**src/rtl/ctr_pkg.sv**
```systemverilog
package ctr_pkg;
  localparam int SLICE_W = 4;

  // Resolved, active-high strobes from control to datapath
  typedef struct packed {
    logic clear;
    logic load;
    logic advance;
  } ctrlStrobes_t;
endpackage

```
**src/rtl/ctr_ctrl.sv**
```systemverilog
module ctr_ctrl
  import ctr_pkg::*;
(
  input  logic         clrN,
  input  logic         ldN,
  input  logic         masterEn,
  output ctrlStrobes_t strb
);
  // Priority: clear, then load, then count
  always_comb begin
    strb.clear   = ~clrN;
    strb.load    = clrN & ~ldN;
    strb.advance = clrN & ldN & masterEn;
  end
endmodule

```
**src/rtl/ctr_slice.sv**
```systemverilog
module ctr_slice
  import ctr_pkg::*;
(
  input  logic               clk,
  input  ctrlStrobes_t       strb,
  input  logic               enT,
  input  logic [SLICE_W-1:0] loadNib,
  output logic [SLICE_W-1:0] nib,
  output logic               carry
);
  localparam logic [SLICE_W-1:0] ONE = SLICE_W'(1);

  always_ff @(posedge clk) begin
    if (strb.clear)                  nib <= '0;
    else if (strb.load)              nib <= loadNib;
    else if (strb.advance && enT)    nib <= nib + ONE;
  end

  // Carry is gated by this slice's own chain enable
  assign carry = (&nib) & enT;

  // a load strobe puts the load nibble into the slice
  assert_load_nibble_R2: assert property (@(posedge clk) disable iff (strb.clear)
    strb.load |=> nib == $past(loadNib));

  // both enables high means the slice increments
  assert_slice_inc_R3: assert property (@(posedge clk) disable iff (strb.clear)
    (!strb.load && strb.advance && enT) |=> nib == $past(nib) + ONE);

  // without both enables, the slice holds its value
  assert_slice_hold_R4: assert property (@(posedge clk) disable iff (strb.clear)
    (!strb.load && !(strb.advance && enT)) |=> $stable(nib));
endmodule

```
**src/rtl/ctr_chain.sv**
```systemverilog
module ctr_chain
  import ctr_pkg::*;
#(
  parameter int SLICES = 3
) (
  input  logic                       clk,
  input  ctrlStrobes_t               strb,
  input  logic [SLICES*SLICE_W-1:0]  loadVal,
  output logic [SLICES*SLICE_W-1:0]  count,
  output logic                       carryOut
);
  localparam int COUNT_W = SLICES * SLICE_W;

  logic [SLICES:0]   chainT;
  logic [SLICES-1:0] sliceCarry;

  assign chainT[0] = 1'b1;

  for (genvar i = 0; i < SLICES; i++) begin : g_slice
    ctr_slice u_slice (
      .clk     (clk),
      .strb    (strb),
      .enT     (chainT[i]),
      .loadNib (loadVal[i*SLICE_W +: SLICE_W]),
      .nib     (count[i*SLICE_W +: SLICE_W]),
      .carry   (sliceCarry[i])
    );
    assign chainT[i+1] = sliceCarry[i];
  end

  assign carryOut = chainT[SLICES];

  // a clear strobe leaves the whole count at zero
  assert_clear_zero_R1: assert property (@(posedge clk) disable iff (strb.clear)
    $past(strb.clear) |-> count == '0);

  // the final carry marks exactly the all-ones state
  assert_carry_allones_R5: assert property (@(posedge clk) disable iff (strb.clear)
    carryOut == (count == {COUNT_W{1'b1}}));

  // upper slices do not move unless the lowest nibble is all ones
  if (SLICES > 1) begin : g_upper_chk
    assert_no_stale_carry_R6: assert property (@(posedge clk) disable iff (strb.clear)
      (!strb.load && !(&count[SLICE_W-1:0]))
        |=> count[COUNT_W-1:SLICE_W] == $past(count[COUNT_W-1:SLICE_W]));
  end

  // counting from all ones wraps to zero
  assert_wrap_zero_R7: assert property (@(posedge clk) disable iff (strb.clear)
    (!strb.load && strb.advance && count == {COUNT_W{1'b1}}) |=> count == '0);
endmodule

```
**src/rtl/cascade_counter.sv**
```systemverilog
module cascade_counter
  import ctr_pkg::*;
#(
  parameter int SLICES = 3
) (
  input  logic                     clk,
  input  logic                     clrN,
  input  logic                     ldN,
  input  logic                     masterEn,
  input  logic [SLICES*4-1:0]      loadVal,
  output logic [SLICES*4-1:0]      count,
  output logic                     carryOut
);
  ctrlStrobes_t strb;

  ctr_ctrl u_ctrl (
    .clrN     (clrN),
    .ldN      (ldN),
    .masterEn (masterEn),
    .strb     (strb)
  );

  ctr_chain #(.SLICES(SLICES)) u_chain (
    .clk      (clk),
    .strb     (strb),
    .loadVal  (loadVal),
    .count    (count),
    .carryOut (carryOut)
  );
endmodule

```
**config.mk**
```make
export PLATFORM = sky130hd
export DESIGN_NAME = cascade_counter
export DESIGN_NICKNAME = d
export VERILOG_FILES = /design/src/rtl/ctr_pkg.sv /design/src/rtl/ctr_ctrl.sv /design/src/rtl/ctr_slice.sv /design/src/rtl/ctr_chain.sv /design/src/rtl/cascade_counter.sv
export SDC_FILE = /design/constraint.sdc
export NUM_CORES = 1
export LEC_CHECK = 0
export ABC_AREA = 1
export BUFFER_PORTS_ARGS = -buffer_cell sky130_fd_sc_hd__buf_4
export CORE_ASPECT_RATIO = 1.4
export CORE_MARGIN = 1
export CORE_UTILIZATION = 43
export CTS_CLUSTER_SIZE = 8
export DETAILED_ROUTE_END_ITERATION = 6
export PLACE_DENSITY = 0.74
export SYNTH_ARGS = -nofsm -noshare
export SYNTH_HDL_FRONTEND = slang
export SYNTH_SLANG_ARGS = --single-unit
```
**constraint.sdc**
```tcl
create_clock -name clk -period 1.03 [get_ports clk]
set_input_delay 0 -clock clk [delete_from_list [all_inputs] [get_ports clk]]
set_output_delay 0 -clock clk [all_outputs]
set_load 0.05 [all_outputs]
```
After elaboration in Yosys (flattened, before gate mapping):

Index checks and enable logic that the tools add are counted.

* memories: 0
* bits in read-only memories: 0
* output and inout bits: 13
* logic and storage cells: 26
* bits in registers: 12
* memory bits (writable): 0
* bits in latches: 0

* add/subtract/negate cells: 3
* bitwise gates (word level): 6
* reductions and logical operators: 8
* eq/ne operators: 0
* muxes and demuxes: 6
* $lt $le $gt $ge: 0
* div/mod/pow operators: 0
* multiply operators: 0
* shift operators: 0

Operator list (number)
* $mux W4: 6
* $add A4 B1 Y4 const B: 3
* $reduce_and A4 Y1: 3
* $reduce_bool A2 Y1: 3
* $and A1 B1 Y1: 5
* $logic_and A1 B1 Y1: 2
* $not A1 Y1: 1

Logic depth before layout (Yosys ltp):

Gate-level depths: netlist of the first run.

* depth after elaboration: 5
* depth in mapped cells: 9

Modules after synthesis:

A second synthesis of the first run with hierarchy kept.

* cells, all modules: 123
* area, all modules: 762.0 um^2

Modules (own cells, without submodules)
* ctr_slice: area each 246.5 um^2, sequential area each 80.1 um^2, times used 3, cells an instance 39
* ctr_ctrl: area each 18.8 um^2, sequential area each 0.0 um^2, times used 1, cells an instance 5
* ctr_chain: area each 3.8 um^2, sequential area each 0.0 um^2, times used 1, cells an instance 1

Worst setup path after synthesis of the first run:

No wires, ideal clock.

* path kind: reg2out
* start point: reg u_chain.g_slice[0].u_slice.nib[0]
* end point: out carryOut
* required time: 1.030 ns
* cell stages (with the launch flop): 6
* arrival time: 2.218 ns
* slack: -1.188 ns
* buffers on the path: 0
* path through: dfxtp_1 -> ha_1 -> nand2_1 -> nor2_1 -> nand2_1 -> nor3_1

* longest elaborated chain between the ends: 3

Ends and longest elaborated chain
* from (decl): line ctr_slice.sv:8 `output logic [SLICE_W-1:0] nib,`
* from (signal assigned): line ctr_slice.sv:15 `else if (strb.load) nib <= loadNib;`
* from (signal assigned): line ctr_slice.sv:16 `else if (strb.advance && enT) nib <= nib + ONE;`
* $reduce_and A4 Y1: line ctr_slice.sv:20 `assign carry = (&nib) & enT;`
* $and A1 B1 Y1 (2 in a row): line ctr_slice.sv:20
* to (decl): line cascade_counter.sv:12 `output logic carryOut`

Every way passes these cells.

Worst setup path after layout of the first run:

* start point: reg u_chain.g_slice[1].u_slice.nib[0]
* end point: out carryOut

* longest elaborated chain between the ends: 3

Ends and longest elaborated chain (line)
* from (decl): ctr_slice.sv:8
* from (signal assigned): ctr_slice.sv:15
* from (signal assigned): ctr_slice.sv:16
* $reduce_and A4 Y1: ctr_slice.sv:20
* $and A1 B1 Y1 (2 in a row): ctr_slice.sv:20

Every way passes these cells.

==> results.json, run 1 <==
{
  "first_pass_iters": 4,
  "synth_cell_type_count": 22,
  "critPathLaunchType": "register",
  "gr-usage-all-layers": 0.249,
  "slew_headroom": 0.734,
  "synth_top_family_by_area": "simple AND/OR/NAND/NOR gates",
  "ios": 29,
  "synth_edf_count": 0,
  "routed_wirelength_um": 2140,
  "fillers": 125,
  "synth_nets": 140,
  "grt_max_degree": 13,
  "cts_sinks": 12,
  "worst_slack_ns": -0.289,
  "maxCapViolCount": 0,
  "pwr-share-comb": 0.389,
  "rrSetupSlack_ns": -0.23,
  "drv_slew": 0,
  "drive_above_1_share": 0.545,
  "synth_mux_area_frac": 0,
  "grt_pass1_wl_um": 3620,
  "period_share": 1.28,
  "r2r-start": "u_chain.g_slice[1].u_slice.nib[0]",
  "nets": 188,
  "initial_core_util": 0.479,
  "hpwl_um": 1620,
  "max_freq_ghz": 0.758,
  "synthFlopType": "dfxtp_1",
  "yosys.area_share.simple": 0.415,
  "p_seq_frac": 0.395,
  "min-delay-start": "clrN",
  "wl_per_cell_um": 11.5,
  "htree_levels": 1,
  "swShare": 0.369,
  "syn_inst": 121,
  "antenna_cells": 0,
  "ant_nets": 0,
  "syn_avg_cell_area_um2": 6.48,
  "critPathKind": "register to output port",
  "fin_util": 0.801,
  "syn2layout_area_growth_pct": 67.1,
  "core_area_um2": 1640,
  "crit_required_ns": 1.03,
  "drcViolationCount": 0,
  "fin_skew_ns": 0.00105,
  "r2r-end": "u_chain.g_slice[2].u_slice.nib[2]",
  "dieArea_um2": 2000,
  "power.net_switching_uw": 501,
  "most-common-layout-cells": "42 x buf_4, 34 x nand2_1, 9 x nor2_1",
  "hold_viol_final": 0,
  "outcome": "complete, but fails checks",
  "cp.arrival_ns": 1.32,
  "crit_path_end_kind": "output port",
  "holdWs_ns": 0.00536,
  "die_w_um": 38.1,
  "power.leakage_uw": 0.000656,
  "port_buffers": 28,
  "die_h_um": 52.5,
  "violations": "setup timing",
  "ys_ff_latch": 12,
  "clock-root-buffer": "clkbuf_4",
  "crit_start": "u_chain.g_slice[1].u_slice.nib[0]",
  "ir_drop_mv": 0.694,
  "ys_warn_count": 0,
  "largest_register_ffs": 12,
  "regMostFlops": "u_chain.g_slice.u_slice.nib",
  "cts_buffer_depth": 2,
  "internal_power_uw": 858,
  "rows": 17,
  "synthArstFlopShare": 0,
  "vias": 947,
  "cts_made_buffers": 3,
  "reg2regPathDepth": 9,
  "finalCriticalPeriod_ns": 1.32,
  "pwr-share-clk": 0.216,
  "worstMarginPinSlew_ns": 0.399,
  "grt_antenna_before_repair": 0,
  "largestRegisters": "u_chain.g_slice.u_slice.nib x12",
  "hold_depth": 3,
  "clkTransAtPathRegs_ns": 0.08,
  "final_common_cell": "buf_4",
  "synth_xor_area_frac": 0.0112,
  "p_per_area_nw_per_um2": 1040,
  "hold-path-endpoint": "u_chain.g_slice[1].u_slice.nib[3]",
  "first_global_vias": 900,
  "setup_viol": 10,
  "gp_congestion": 0.764,
  "insertion_delay_ns": 0.27,
  "synthAdderAreaFrac": 0.0478,
  "overflow": 0,
  "cts_tree": "done",
  "ys_seq_area_frac": 0.306,
  "synth_area_um2": 785,
  "critPathMaxFanout": 2,
  "drtIter0Drc": 15,
  "avgViaCountPerCell": 5.09,
  "hold_path_class": "input port to register",
  "rsz0062_at_grt": "true",
  "synth_compound_area_frac": 0.118
}
## how the worst max path moves through the flow
stage,endpoint,slack [ns]
after global placement,u_chain.g_slice[2].u_slice.nib[1],-0.19
after global routing,carryOut,-0.34
after floorplan,carryOut,-0.28
after CTS,carryOut,-0.31
after detailed placement,u_chain.g_slice[2].u_slice.nib[2],-0.20
final,carryOut,-0.29
## kinds of logic after synthesis
kind of cell / after synthesis
and+or+nand+nor: 75
AOI/OAI and AO/OA: 15
buffers and inverters: 15
DFF: 12
adders and majority gates: 3
xor gates and xnor gates: 1
## power by group through the flow
stage / clock network [µW] / registers, µW / logic [µW]
floorplan: 0 / 676 / 166
global placement: 0 / 543 / 473
detailed placement: 0 / 544 / 482
CTS: 289 / 534 / 503
global route: 317 / 540 / 572
finish: 294 / 536 / 529
## layer usage
| metal | wire [µm] | share of wire | vias up | GRT usage |
|---|---|---|---|---|
| met5 | 0 | 0 | - | 0 |
| met4 | 0 | 0 | 0 | 0.0714 |
| met3 | 58 | 0.027 | 0 | 0.0255 |
| met2 | 1170 | 0.55 | 21 | 0.463 |
| met1 | 915 | 0.43 | 445 | 0.283 |
| li1 | - | - | 481 | - |
## stage by stage
stage	total power, µW	cell area (µm²)	cells	worst slack [ns]	setup TNS, ns
2_1_floorplan	842	857	121	-0.281	-1.81
3_3_place_gp	1020	1170	179	-0.192	-0.975
3_5_place_dp	1030	1170	179	-0.200	-1.10
4_1_cts	1330	1260	185	-0.313	-1.49
5_1_grt	1430	1310	186	-0.341	-2.31
6_report	1360	1310	186	-0.289	-1.43
## worst max-delay path: stages (launching register included)
cell     delay, ns
dfxtp_4       0.36
ha_4          0.14
nand2_4       0.05
nor2_2        0.09
nand2_2       0.08
nor3_4        0.14
buf_6         0.18
## cell type report
| type | instances | area, µm² | area share |
|---|---|---|---|
| multi-input combinational | 94 | 588 | 0.448 |
| timing repair buffer | 46 | 358 | 0.273 |
| clock buffer | 3 | 22.5 | 0.0172 |
| sequential | 12 | 269 | 0.205 |
| inverter | 12 | 50.0 | 0.0382 |
| tap | 19 | 23.8 | 0.0181 |
## cells in the mapped netlist, types with 2 or more instances
cell | count | area (µm²)
nand2_1 | 41 | 154
dfxtp_1 | 12 | 240
nand3_1 | 12 | 60.1
nor2_1 | 12 | 45.0
inv_1 | 9 | 33.8
o21ai_1 | 6 | 30.0
a21oi_2 | 4 | 35.0
ha_1 | 3 | 37.5
or2_2 | 3 | 18.8
a21oi_1 | 2 | 10.0
buf_6 | 2 | 22.5
inv_2 | 2 | 7.51
nand2_2 | 2 | 12.5
nand4_1 | 2 | 12.5
o22ai_1 | 2 | 12.5
## what timing repair did
action                     CTS  global route
setup buffers                1             1
hold endpoints to repair     2             0
setup endpoints to repair   10            11
cloned                       0             0
hold buffers                 2             0
pin swaps                   13             7
gates resized for setup     12            12
Power figures use the tool's default switching activity.
==> inputs of run 2 (changes only) <==
- CORE_ASPECT_RATIO: 1.4 -> default
- CORE_UTILIZATION: 43 -> 42
- PLACE_DENSITY: 0.74 -> 0.73
- SYNTH_HIERARCHICAL: default -> 1
==> results.json, run 2 <==
{
  "outcome": "complete, but fails checks",
  "violations": "setup timing",
  "p_per_area_nw_per_um2": 887,
  "ys_top_cells_by_area": "dfxtp_1 32%, nand2_1 18%, inv_1 8.4%",
  "crit_required_ns": 1.03,
  "synthArstFlopShare": 0,
  "vias": 1012,
  "clkTransAtPathRegs_ns": 0.08,
  "insertion_delay_ns": 0.28,
  "crit_path_end_kind": "output port",
  "fin_total_pwr_uw": 1250,
  "gr-usage-all-layers": 0.254,
  "cp_slowest_cell": "dfxtp_4",
  "critPathLaunchType": "register",
  "max_freq_ghz": 0.656,
  "ys_ff_latch": 12,
  "initial_core_util": 0.446,
  "syn_inst": 123,
  "hold_path_class": "input port to register",
  "htree_levels": 1,
  "yosysMostFrequentCell": "nand2_1",
  "netlist.area_leader.share": 0.315,
  "ant_nets": 0,
  "fillers": 125,
  "clock-root-buffer": "clkbuf_4",
  "cts_buffer_depth": 2,
  "cts_sinks": 12,
  "final_cells": 207,
  "gp_congestion": 0.908,
  "dieArea_um2": 1990,
  "power.leakage_uw": 0.000745,
  "rows": 15,
  "path_delay_family": "simple AND/OR/NAND/NOR gates",
  "finalCriticalPeriod_ns": 1.52,
  "largest_register_ffs": 12,
  "first_pass_iters": 4,
  "synth_cell_type_count": 17,
  "ys_seq_area_frac": 0.315,
  "path_buf_inv": 2,
  "dp_slack_ns": -0.389,
  "grt_antenna_before_repair": 0,
  "first_global_vias": 930,
  "largestRegisters": "u_chain/g_slice.u_slice/nib x12",
  "worst_slack_ns": -0.494,
  "syn2layout_area_growth_pct": 85.7,
  "port_buffers": 28,
  "maxCapViolCount": 0,
  "grt_max_degree": 12,
  "yosysTopAreaCell": "dfxtp_1",
  "setup_viol": 10,
  "drv_slew": 0,
  "ys_warn_count": 6,
  "fin_skew_ns": 0.00381,
  "avgViaCountPerCell": 4.89,
  "overflow": 0,
  "synth_area_um2": 762,
  "die_h_um": 44.6,
  "die_w_um": 44.6,
  "ir_drop_mv": 0.992,
  "critPathMaxFanout": 2,
  "drcViolationCount": 0,
  "period_share": 1.48,
  "yosys-top-cells-count": "37 x nand2_1, 17 x inv_1, 12 x dfxtp_1, 12 x nand3_1, 8 x nor2_1",
  "max_stage_delay_ns": 0.36,
  "dp.cells": 195,
  "core_area_um2": 1710,
  "hpwl_um": 1690,
  "antenna_cells": 0,
  "most-common-layout-cells": "46 x buf_4, 29 x nand2_1, 15 x inv_1",
  "hold_viol_final": 0,
  "path_cells": "ha_4 > nand2_4 > nor2_4 > nand2_2 > nor2_2 > buf_4 > nand2_4 > nor2_4 > buf_6",
  "regArea_um2": 254,
  "multi_input_area_um2": 589,
  "routed_wirelength_um": 2550,
  "final_common_cell": "buf_4",
  "setup_tns_ns": -3.27,
  "cts_tree": "done",
  "synth_edf_count": 0,
  "drive_above_1_share": 0.538,
  "regMostFlops": "u_chain/g_slice.u_slice/nib",
  "cts_made_buffers": 3,
  "drtIter0Drc": 8,
  "syn_avg_cell_area_um2": 6.19,
  "nets": 202,
  "rsz0062_at_grt": "true",
  "synthFlopType": "dfxtp_1",
  "cp.arrival_ns": 1.52,
  "wl_per_cell_um": 12.3,
  "grt_pass1_wl_um": 3660,
  "critPathKind": "register to output port",
  "ios": 29
}
## run 2: cell types whose count changed in the layout (fill, tap and decap cells not counted), moves of 4 or more
cell,change
o21ai_1,-4
inv_1,+7
dfxtp_1,+4
nand2_1,-5
nor2_1,-7
buf_4,+4
dfxtp_4,-4
## run 2: per-layer routing
metal,vias to the layer above,track usage,routed length (µm)
li1,510,-,-
met1,458,0.276,946
met2,38,0.468,1450
met3,6,0.0286,112
met4,0,0.152,36
met5,-,0,0
## run 2: per-stage QoR
stage,area (µm²),hold WS (ns),utilization
2_1_floorplan,806,0.152,-
3_3_place_gp,1180,0.268,0.692
3_5_place_dp,1180,0.277,0.692
4_1_cts,1320,0.00473,0.773
5_1_grt,1420,0.0317,0.829
6_report,1420,0.0150,0.829
## run 2: where the power goes
| group | total [µW] | leakage, µW | switching [µW] | internal, µW |
|---|---|---|---|---|
| logic | 428 | 0.000628 | 244 | 183 |
| registers | 509 | 0.000102 | 20.4 | 489 |
| clock network | 318 | 0.0000150 | 167 | 150 |
| total | 1250 | 0.000745 | 432 | 822 |
## run 2: path summary, 6_finish.rpt
path / from / endpoint / slack, ns / cells after the start
min reg2reg: u_chain/g_slice[2].u_slice/nib[3] / u_chain/g_slice[2].u_slice/nib[3] / 0.57 / 2
max reg2reg: u_chain/g_slice[0].u_slice/nib[1] / u_chain/g_slice[2].u_slice/nib[3] / -0.44 / 12
max: u_chain/g_slice[0].u_slice/nib[1] / carryOut / -0.49 / 9
min: loadVal[10] / u_chain/g_slice[2].u_slice/nib[2] / 0.01 / 5
## run 2: kinds of logic (layout without fill, tap and decap cells)
group,count (synthesis),in the layout,share of synthesized area
AOI/OAI and AO/OA,18,18,0.138
adders and majority gates,3,3,0.0493
buffers and inverters,20,78,0.0985
DFF,12,12,0.315
other,1,2,0.00492
and+or+nand+nor,69,69,0.394
## run 2: cell type report
cell class                 count  area share
multi-input combinational     92       0.416
timing repair buffer          54       0.307
sequential                    12       0.179
inverter                      20      0.0566
tap                           25      0.0221
clock buffer                   4      0.0186
## run 2: timing repair
item,in CTS,in global routing
pin swaps,5,5
setup buffers,3,1
hold buffers,3,1
endpoints found under the hold margin,3,1
resized for setup,15,22
setup endpoints to repair,11,12
## run 2: worst reg2reg max path, delay by kind of cell, from the launching register on
family | cells | cell delay, ns
AND/OR/NAND/NOR | 7 | 0.54
buffers and inverters | 2 | 0.18
flip-flops | 1 | 0.36
AO/OA/AOI/OAI | 2 | 0.17
adder cells (fa/ha/maj) | 1 | 0.14
==> inputs of run 3 (changes only) <==
- CORE_MARGIN: 1 -> 4
- RECOVER_POWER: default -> 100
==> results.json, run 3 (synthesized netlist as in run 2, its figures left out) <==
{
  "outcome": "complete, but fails checks",
  "violations": "setup timing",
  "grt_max_degree": 10,
  "routed.top_layer": "met4",
  "initial_core_util": 0.441,
  "crit_top_cell": "nor2_4",
  "syn2layout_area_growth_pct": 72.6,
  "gp_congestion": 0.838,
  "hold_viol_final": 0,
  "fin_skew_ns": 0.00120,
  "dr_wl_met3_um": 142,
  "worst_slack_ns": -0.518,
  "clock-root-buffer": "clkbuf_4",
  "rows": 15,
  "p_per_area_nw_per_um2": 937,
  "crit_path_end_kind": "output port",
  "path_cells": "ha_4 > nand2_4 > nor2_4 > nand2_2 > nor2_4 > buf_6 > nand2_4 > nor2_4 > buf_6",
  "cts_sinks": 12,
  "ant_nets": 0,
  "htree_levels": 1,
  "critPathMaxFanout": 2,
  "largest_register_ffs": 12,
  "cts_made_buffers": 3,
  "cts_tree": "done",
  "first_global_vias": 993,
  "avgViaCountPerCell": 5.04,
  "clkTransAtPathRegs_ns": 0.08,
  "gr-usage-all-layers": 0.206,
  "grt_pass1_wl_um": 3950,
  "drv_slew": 0,
  "hold_path_class": "input port to register",
  "fin_total_pwr_uw": 1230,
  "drtIter0Drc": 37,
  "routed_wirelength_um": 2560,
  "rsz0062_at_grt": "true",
  "largestRegisters": "u_chain/g_slice.u_slice/nib x12",
  "dieArea_um2": 2560,
  "fin_util": 0.762,
  "max_stage_delay_ns": 0.37,
  "critPathLaunchType": "register",
  "ios": 29,
  "final_common_cell": "buf_4",
  "regMostFlops": "u_chain/g_slice.u_slice/nib",
  "cp_slowest_cell": "dfxtp_4",
  "setup_viol": 10,
  "hpwl_um": 1860,
  "first_pass_iters": 4,
  "finalCriticalPeriod_ns": 1.55,
  "most-common-layout-cells": "43 x buf_4, 31 x nand2_1, 15 x inv_1",
  "ir_drop_mv": 0.842,
  "drive_above_1_share": 0.483,
  "fillers": 147,
  "maxCapViolCount": 0,
  "wl_met1_um": 968,
  "crit_required_ns": 1.03,
  "die_h_um": 50.6,
  "dp_slack_ns": -0.419,
  "power.leakage_uw": 0.000693,
  "nets": 196,
  "grt_antenna_before_repair": 0,
  "vias": 1013,
  "critPathKind": "register to output port",
  "cp.arrival_ns": 1.55,
  "drcViolationCount": 0,
  "period_share": 1.50,
  "cts_buffer_depth": 2,
  "met2WireLength_um": 1400,
  "insertion_delay_ns": 0.28,
  "max_freq_ghz": 0.646,
  "port_buffers": 28,
  "wl_per_cell_um": 12.7,
  "die_w_um": 50.6,
  "core_area_um2": 1730,
  "antenna_cells": 0,
  "overflow": 0
}
[run 3: cell types whose count changed in the layout (fill, tap and decap cells not counted), sizes merged]
cell / before / now
buf: 50 / 45
dlygate4sd3: 4 / 3
[run 3: what timing repair did]
item / 4_1_cts / 5_1_grt
endpoints found under the hold margin: 1 / 2
setup endpoints to repair: 10 / 11
gates resized for setup: 8 / 15
buffers inserted: 2 / 1
hold buffers: 1 / 2
pin swaps: 4 / 7
[run 3: per-stage QoR]
step / TNS (ns) / hold WS [ns] / cell area (µm²) / std cells
2_1_floorplan: -3.13 / 0.152 / 806 / 124
3_3_place_gp: -2.38 / 0.262 / 1170 / 193
3_5_place_dp: -2.92 / 0.277 / 1170 / 193
4_1_cts: -3.02 / 0.000341 / 1240 / 199
5_1_grt: -4.18 / 0.0269 / 1320 / 201
6_report: -3.45 / 0.0188 / 1320 / 201
[run 3: worst paths after layout]
check                                                       start                           endpoint  slack [ns]  cells after the start
worst max-delay path            u_chain/g_slice[0].u_slice/nib[0]                           carryOut       -0.52                      9
worst min-delay path                                   loadVal[2]  u_chain/g_slice[0].u_slice/nib[2]        0.02                      5
worst max register to register  u_chain/g_slice[0].u_slice/nib[0]  u_chain/g_slice[2].u_slice/nib[2]       -0.49                     12
worst min register to register  u_chain/g_slice[2].u_slice/nib[3]  u_chain/g_slice[2].u_slice/nib[3]        0.56                      2
[run 3: critical path: cells and delay by family, from the launching register on]
kind | cells | cell delay, ns
fa+ha+maj | 1 | 0.15
flops | 1 | 0.37
buf+inv | 2 | 0.26
simple gates | 6 | 0.49
[run 3: report_power, final]
group | internal (µW) | total [µW] | switching [µW]
combinational | 166 | 401 | 235
sequential | 489 | 508 | 19.4
clock | 150 | 323 | 173
[run 3: layout make-up]
cell class / instances / area (µm²) / area share
Clock buffer: 4 / 26.3 / 0.0200
Inverter: 20 / 77.6 / 0.0590
Multi-Input combinational cell: 92 / 551 / 0.419
Sequential cell: 12 / 254 / 0.193
Tap cell: 25 / 31.3 / 0.0238
Timing Repair Buffer: 48 / 375 / 0.285
[run 3: layer usage]
layer	track usage	up-vias
li1	-	500
met1	0.196	462
met2	0.398	43
met3	0.0415	8
met4	0.121	0
met5	0	-
